[src/rtl/dlp_pkg.sv]
package dlp_pkg;
  // Largest allowed on-time in cycles for a period and a ceiling percentage.
  function automatic int unsigned max_on(input int unsigned period, input int unsigned pct);
    return (period * pct) / 100;
  endfunction
endpackage

[src/rtl/dlp_period_timer.sv]
module dlp_period_timer #(
  parameter int PERIOD_CYC = 2500,
  localparam int CNT_W = $clog2(PERIOD_CYC)
) (
  input  logic             clk,
  input  logic             rst,
  input  logic             en,
  output logic [CNT_W-1:0] cnt,
  output logic             last
);
  assign last = (cnt == CNT_W'(PERIOD_CYC - 1));

  always_ff @(posedge clk) begin
    if (rst || !en) cnt <= '0;
    else if (last)  cnt <= '0;
    else            cnt <= cnt + 1'b1;
  end

  AST_CNT_RANGE: assert property (@(posedge clk) disable iff (rst)
    cnt <= CNT_W'(PERIOD_CYC - 1));
  AST_CNT_WRAP: assert property (@(posedge clk) disable iff (rst)
    (en && last) |=> (cnt == '0));
endmodule

[src/rtl/dlp_duty_scaler.sv]
module dlp_duty_scaler #(
  parameter int PERIOD_CYC = 2500,
  parameter int DUTY_W     = 8,
  parameter int MAX_PCT    = 90,
  localparam int CNT_W  = $clog2(PERIOD_CYC),
  localparam int PROD_W = DUTY_W + CNT_W + 1,
  localparam int MAXON  = int'(dlp_pkg::max_on(PERIOD_CYC, MAX_PCT))
) (
  input  logic              clk,
  input  logic              rst,
  input  logic              load,
  input  logic [DUTY_W-1:0] duty,
  output logic [CNT_W-1:0]  on_len
);
  logic [PROD_W-1:0] prod;
  logic [PROD_W-1:0] scaled;
  logic [PROD_W-1:0] limited;

  always_comb begin
    prod    = PROD_W'(duty) * PROD_W'(PERIOD_CYC);
    scaled  = prod >> DUTY_W;
    limited = (scaled > PROD_W'(MAXON)) ? PROD_W'(MAXON) : scaled;
  end

  always_ff @(posedge clk) begin
    if (rst)       on_len <= '0;
    else if (load) on_len <= CNT_W'(limited);
  end

  AST_ONLEN_CEIL: assert property (@(posedge clk) disable iff (rst)
    on_len <= CNT_W'(MAXON));
  AST_ONLEN_HOLD: assert property (@(posedge clk) disable iff (rst)
    !load |=> $stable(on_len));
endmodule

[src/rtl/dlp_ov_qualifier.sv]
module dlp_ov_qualifier #(
  parameter int OV_QUAL_CYC = 30000,
  localparam int QW = $clog2(OV_QUAL_CYC + 1)
) (
  input  logic clk,
  input  logic rst,
  input  logic ov_in,
  output logic ov_qual
);
  logic [QW-1:0] run;

  always_ff @(posedge clk) begin
    if (rst || !ov_in) begin
      run     <= '0;
      ov_qual <= 1'b0;
    end else if (run == QW'(OV_QUAL_CYC - 1)) begin
      ov_qual <= 1'b1;
    end else begin
      run <= run + 1'b1;
    end
  end

  AST_OV_DROP: assert property (@(posedge clk) disable iff (rst)
    !ov_in |=> !ov_qual);
  AST_OV_RUN_CAP: assert property (@(posedge clk) disable iff (rst)
    run <= QW'(OV_QUAL_CYC - 1));
endmodule

[src/rtl/dutylim_pwm.sv]
module dutylim_pwm #(
  parameter int PERIOD_CYC  = 2500,
  parameter int DUTY_W      = 8,
  parameter int MAX_PCT     = 90,
  parameter int OV_QUAL_CYC = 30000
) (
  input  logic              clk,
  input  logic              rst,
  input  logic              en,
  input  logic [DUTY_W-1:0] duty,
  input  logic              ov_flag,
  input  logic              force_off,
  output logic              gate,
  output logic              clamp_active
);
  localparam int CNT_W = $clog2(PERIOD_CYC);

  logic [CNT_W-1:0] cnt;
  logic [CNT_W-1:0] on_len;
  logic             last;
  logic             boundary;
  logic             ov_qual;
  logic             ov_hold;
  logic             kill;

  dlp_period_timer #(.PERIOD_CYC(PERIOD_CYC)) i_timer (
    .clk(clk), .rst(rst), .en(en), .cnt(cnt), .last(last)
  );

  assign boundary = last || !en;

  dlp_duty_scaler #(.PERIOD_CYC(PERIOD_CYC), .DUTY_W(DUTY_W), .MAX_PCT(MAX_PCT)) i_scaler (
    .clk(clk), .rst(rst), .load(boundary), .duty(duty), .on_len(on_len)
  );

  dlp_ov_qualifier #(.OV_QUAL_CYC(OV_QUAL_CYC)) i_ovq (
    .clk(clk), .rst(rst), .ov_in(ov_flag), .ov_qual(ov_qual)
  );

  // Blanking holds to the end of the period in which it was last requested.
  always_ff @(posedge clk) begin
    if (rst)           ov_hold <= 1'b0;
    else if (ov_qual)  ov_hold <= 1'b1;
    else if (boundary) ov_hold <= 1'b0;
  end

  always_ff @(posedge clk) begin
    if (rst)             kill <= 1'b0;
    else if (force_off)  kill <= 1'b1;
    else if (boundary)   kill <= 1'b0;
  end

  always_ff @(posedge clk) begin
    if (rst) begin
      gate         <= 1'b0;
      clamp_active <= 1'b0;
    end else begin
      gate         <= en && !force_off && !kill && !ov_qual && !ov_hold && (cnt < on_len);
      clamp_active <= ov_hold;
    end
  end

  AST_FORCE_CUTS: assert property (@(posedge clk) disable iff (rst)
    force_off |=> !gate);
  AST_OV_BLANKS: assert property (@(posedge clk) disable iff (rst)
    ov_qual |=> !gate);
  AST_HOLD_BLANKS: assert property (@(posedge clk) disable iff (rst)
    ov_hold |=> !gate);
  AST_RISE_AT_START: assert property (@(posedge clk) disable iff (rst)
    $rose(gate) |-> ($past(cnt) == '0));
  AST_DISABLED_LOW: assert property (@(posedge clk) disable iff (rst)
    !en |=> !gate);
  AST_ZERO_LEN: assert property (@(posedge clk) disable iff (rst)
    (on_len == '0) |=> !gate);
endmodule

[config.mk]
export PLATFORM = sky130hd
export DESIGN_NAME = dutylim_pwm
export DESIGN_NICKNAME = d
export VERILOG_FILES = /design/src/rtl/dlp_pkg.sv /design/src/rtl/dlp_period_timer.sv /design/src/rtl/dlp_duty_scaler.sv /design/src/rtl/dlp_ov_qualifier.sv /design/src/rtl/dutylim_pwm.sv
export SDC_FILE = /design/constraint.sdc
export NUM_CORES = 1
export LEC_CHECK = 0
export BUFFER_PORTS_ARGS = -buffer_cell sky130_fd_sc_hd__buf_2
export CAP_MARGIN = 20
export CORE_ASPECT_RATIO = 0.8
export CORE_MARGIN = 10
export CORE_UTILIZATION = 45
export CTS_CLUSTER_DIAMETER = 50
export DETAILED_ROUTE_END_ITERATION = 16
export GPL_TIMING_DRIVEN = 1
export HOLD_SLACK_MARGIN = 0.05
export PLACE_DENSITY = 0.7
export SYNTH_ARGS = -nofsm -noshare
export SYNTH_HDL_FRONTEND = slang
export SYNTH_SLANG_ARGS = --single-unit
[constraint.sdc]
create_clock -name clk -period 12 [get_ports clk]
set_input_delay 2.4 -clock clk [delete_from_list [all_inputs] [get_ports clk]]
set_output_delay 2.4 -clock clk [all_outputs]
set_load 0.02 [all_outputs]
==> reports/qor_table.md <==
| Parameter | Value | Unit |
| --- | --- | --- |
| Result of the run | completed | - |
| Clock tree from TritonCTS | built | - |
| Cells after DPL | 469 | - |
| LEAKAGE | 1.573 | nW |
| Clock Tree Buf Depth | 2 | - |
| Upper clock frequency limit | 168.9 | MHz |
| Max-slew violation count | 0 | - |
| First-iteration detailed-routing DRC count | 157 | - |
| Width of the die | 117.0 | um |
| Fraction of post-synthesis cell area in the top cell type by area | 26.00 | % |
| Core outline area | 7357 | um^2 |
| Crit-path max FO | 5 | - |
| Average wire per cell in the routed design | 13.46 | um |
| Synth cell count leaders | sky130_fd_sc_hd__ha_1 (50), sky130_fd_sc_hd__dfxtp_1 (44), sky130_fd_sc_hd__nor2_1 (40), sky130_fd_sc_hd__inv_1 (38), sky130_fd_sc_hd__nand3_1 (21) | - |
| Async S/R FF share, synth | 0 | % |
| Fin. Hold Viols | 0 | - |
| Clock-pin transition on the worst setup and hold timing paths | 0.08 | ns |
| DRT antenna net count | 0 | - |
| Number of buffers inserted during clock tree synthesis | 5 | - |
| Vias | 2605 | - |
| Final Wtd Congestion | 0.8418 | - |
| Post-route fraction of the period consumed by the critical path | 49.33 | % |
| Register Area | 880.8 | um^2 |
| Total nets after synthesis | 448 | - |
| Required time of the worst setup path | 12.15 | ns |
| Overflow after GRT | 0 | - |
| Synth warnings | 0 | - |
| Diode count | 0 | - |
| Post-cts gate resize count | 0 | - |
| Detailed-placement wirelength estimate | 5189 | um |
| Startpoint type of the worst setup path | input pin | - |
| Fraction of final layout cells sized beyond drive strength 1 | 10.59 | % |
| Normalized max-slew margin | 57.93 | % |
| Clock Latency Late Sink | 0.30 | ns |
| Maximum vdd drop | 0.06273 | mV |
| Final routed wirelength across all metal layers | 6419 | um |
| Sequential-to-total area share from yosys stat | 26.00 | % |
| Drt first pass iters | 4 | - |
| Buffers inserted by post-CTS timing repair | 0 | - |
| Count of hold buffers inserted by post-cts repair | 0 | - |
| Most used DFF post-synth | sky130_fd_sc_hd__dfxtp_1 | - |
| Hold/Removal Path Class | reg -> reg | - |
| Standard-cell rows | 28 | - |
| First-pass GRT wire length | 11370 | um |
| Post-placement cell area | 3507 | um^2 |
| Leading cell types by total area after synthesis | sky130_fd_sc_hd__dfxtp_1 (26%), sky130_fd_sc_hd__ha_1 (18%), sky130_fd_sc_hd__fa_1 (7.1%) | - |
| Class of the most critical setup path | in -> reg | - |
| Summed negative setup slack over all endpoints | 0 | ns |
| Cell variety after synth | 60 | - |
| Syn Area/Cell | 9.084 | um^2 |
| Area taken by multi-input logic gates | 2301 | um^2 |
| Layout Skew | 0.005736 | ns |
| Via count of the first global-routing pass | 2496 | - |
| Post-synth EDFFs | 0 | - |
| Quantity of I/O buffers inserted on ports | 14 | - |
| Count of placed standard cells in the final layout, fillers left out | 477 | - |
| RSZ-0062 raised after global routing | no | - |
| Via-to-Cell Ratio | 5.461 | - |
| Detailed-route DRC error count | 0 | - |
| Number of instances in the synthesized netlist | 373 | - |
| Sink Count | 44 | - |
| Data arrival time at the worst-slack endpoint | 6.07 | ns |
| Most frequently used cell type in the post-synthesis netlist | sky130_fd_sc_hd__ha_1 | - |
| Finished Cell Area | 3618 | um^2 |
| Number of setup violations in the final report | 0 | - |
| Root buf cell | sky130_fd_sc_hd__clkbuf_8 | - |
| Area of the die | 11420 | um^2 |
| Fillers | 710 | - |
| Depth of the CTS H-tree | 2 | - |
| Pin count of the biggest net entering global routing | 17 | - |
| Initial antenna violation count | 0 | - |
| Critical path endpoint category | register | - |
| Worst Tran Pin Value | 0.6306 | ns |
| All-Layer GR Usage | 11.76 | % |
| Post-synth design cell area | 3388 | um^2 |
| Area growth syn-to-layout | 6.795 | % |
| PD cells | 152.4 | nW/um^2 |
| Final-stage net count | 461 | - |
| Total I/O pin count | 15 | - |
| Maxcap violations | 0 | - |
| Floorplan die height | 97.61 | um |
| Starting Density | 46.05 | % |
| Flop and latch count out of synthesis | 44 | - |
| Dominant cell type by area after synthesis | sky130_fd_sc_hd__dfxtp_1 | - |
| Final period demand of the worst path | 5.919 | ns |
==> final timing paths <==
path / cells past startpoint / slack (ns) / to / startpoint
max: 13 / 6.08 / i_scaler.on_len[7] / duty[5]
min: 2 / 0.46 / i_scaler.on_len[9] / i_scaler.on_len[9]
min reg2reg: 2 / 0.46 / i_scaler.on_len[9] / i_scaler.on_len[9]
max reg2reg: 7 / 9.70 / i_scaler.on_len[10] / i_timer.cnt[0]
==> routing by layer <==
metal	GRT usage (%)	part of all wire, %	up-vias
met3	2.346	2.9	7
li1	-	-	1334
met4	2.277	0.75	0
met5	0	0	-
met2	17.88	45	26
met1	16.65	52	1238
==> cell families (layout without fill, tap and decap cells) <==
kind of cell    Yosys count  in the layout  synth area share [%]
mux                       2              2                0.6278
compound gates           66             66                 15.14
flops                    44             44                 26.00
fa+ha+maj                62             62                 25.55
simple gates            124            124                 19.09
xor+xnor                 29             29                 7.496
buf+inv                  46             60                 6.093
==> cell usage in the layout, fill, tap and decap left out, types with 3 or more instances in the layout <==
cell,n
sky130_fd_sc_hd__nor3_1,4
sky130_fd_sc_hd__and3_1,6
sky130_fd_sc_hd__nor2b_1,4
sky130_fd_sc_hd__o211ai_1,3
sky130_fd_sc_hd__a32oi_1,4
sky130_fd_sc_hd__buf_2,14
sky130_fd_sc_hd__a21o_1,5
sky130_fd_sc_hd__nor2_1,40
sky130_fd_sc_hd__dfxtp_1,44
sky130_fd_sc_hd__nand3_1,21
sky130_fd_sc_hd__a21oi_1,13
sky130_fd_sc_hd__or3_1,5
sky130_fd_sc_hd__nor4b_1,4
sky130_fd_sc_hd__nand2_1,17
sky130_fd_sc_hd__xnor2_1,9
sky130_fd_sc_hd__nand2b_1,3
sky130_fd_sc_hd__a211oi_1,4
sky130_fd_sc_hd__nand4_1,4
sky130_fd_sc_hd__o21ai_1,4
sky130_fd_sc_hd__inv_1,38
sky130_fd_sc_hd__clkbuf_8,5
sky130_fd_sc_hd__ha_1,50
sky130_fd_sc_hd__fa_1,12
sky130_fd_sc_hd__o21ai_0,10
sky130_fd_sc_hd__xor2_1,20
==> cell type report <==
cell class | instances | area share, %
multi-input cells | 283 | 63.59
flip-flops and latches | 44 | 24.34
repair buffers | 14 | 1.936
well taps | 90 | 3.112
clock buffers | 5 | 1.902
inverters | 38 | 3.942
clock inverters | 3 | 1.176
==> metrics by stage <==
stage	total power [mW]	worst slack (ns)	util [%]	hold WS, ns
4_1_cts	0.5537	6.083	49.18	0.4601
3_5_place_dp	0.4388	5.767	47.67	0.4486
6_report	0.5514	6.081	49.18	0.4569
3_3_place_gp	0.4339	5.836	47.67	0.4503
5_1_grt	0.5983	5.891	49.18	0.4926
2_1_floorplan	0.3883	6.141	-	0.4327
==> report_power, final <==
group,leakage [nW],internal (mW),switching (mW)
clock network,0.0541,0.0616,0.0504
registers,0.358,0.159,0.00558
logic,1.16,0.109,0.165
==> flip-flops by register name, summed over array words and instances, names as in the netlist <==
| signal | cells |
|---|---|
| clamp_active | 1 |
| gate | 1 |
| i_ovq.ov_qual | 1 |
| i_ovq.run | 15 |
| i_scaler.on_len | 12 |
| i_timer.cnt | 12 |
| kill | 1 |
| ov_hold | 1 |
==> worst max-delay path: stages <==
cell and delay [ns]:
sky130_fd_sc_hd__buf_2 0.14, sky130_fd_sc_hd__fa_1 0.56, sky130_fd_sc_hd__fa_1 0.42, sky130_fd_sc_hd__ha_1 0.28, sky130_fd_sc_hd__inv_1 0.05, sky130_fd_sc_hd__fa_1 0.52
sky130_fd_sc_hd__inv_1 0.04, sky130_fd_sc_hd__ha_1 0.36, sky130_fd_sc_hd__o2111a_1 0.22, sky130_fd_sc_hd__nor4_2 0.31, sky130_fd_sc_hd__and4bb_1 0.28, sky130_fd_sc_hd__o41ai_2 0.36
sky130_fd_sc_hd__a221oi_1 0.12
No activity file was read; power rests on OpenSTA's default activity.
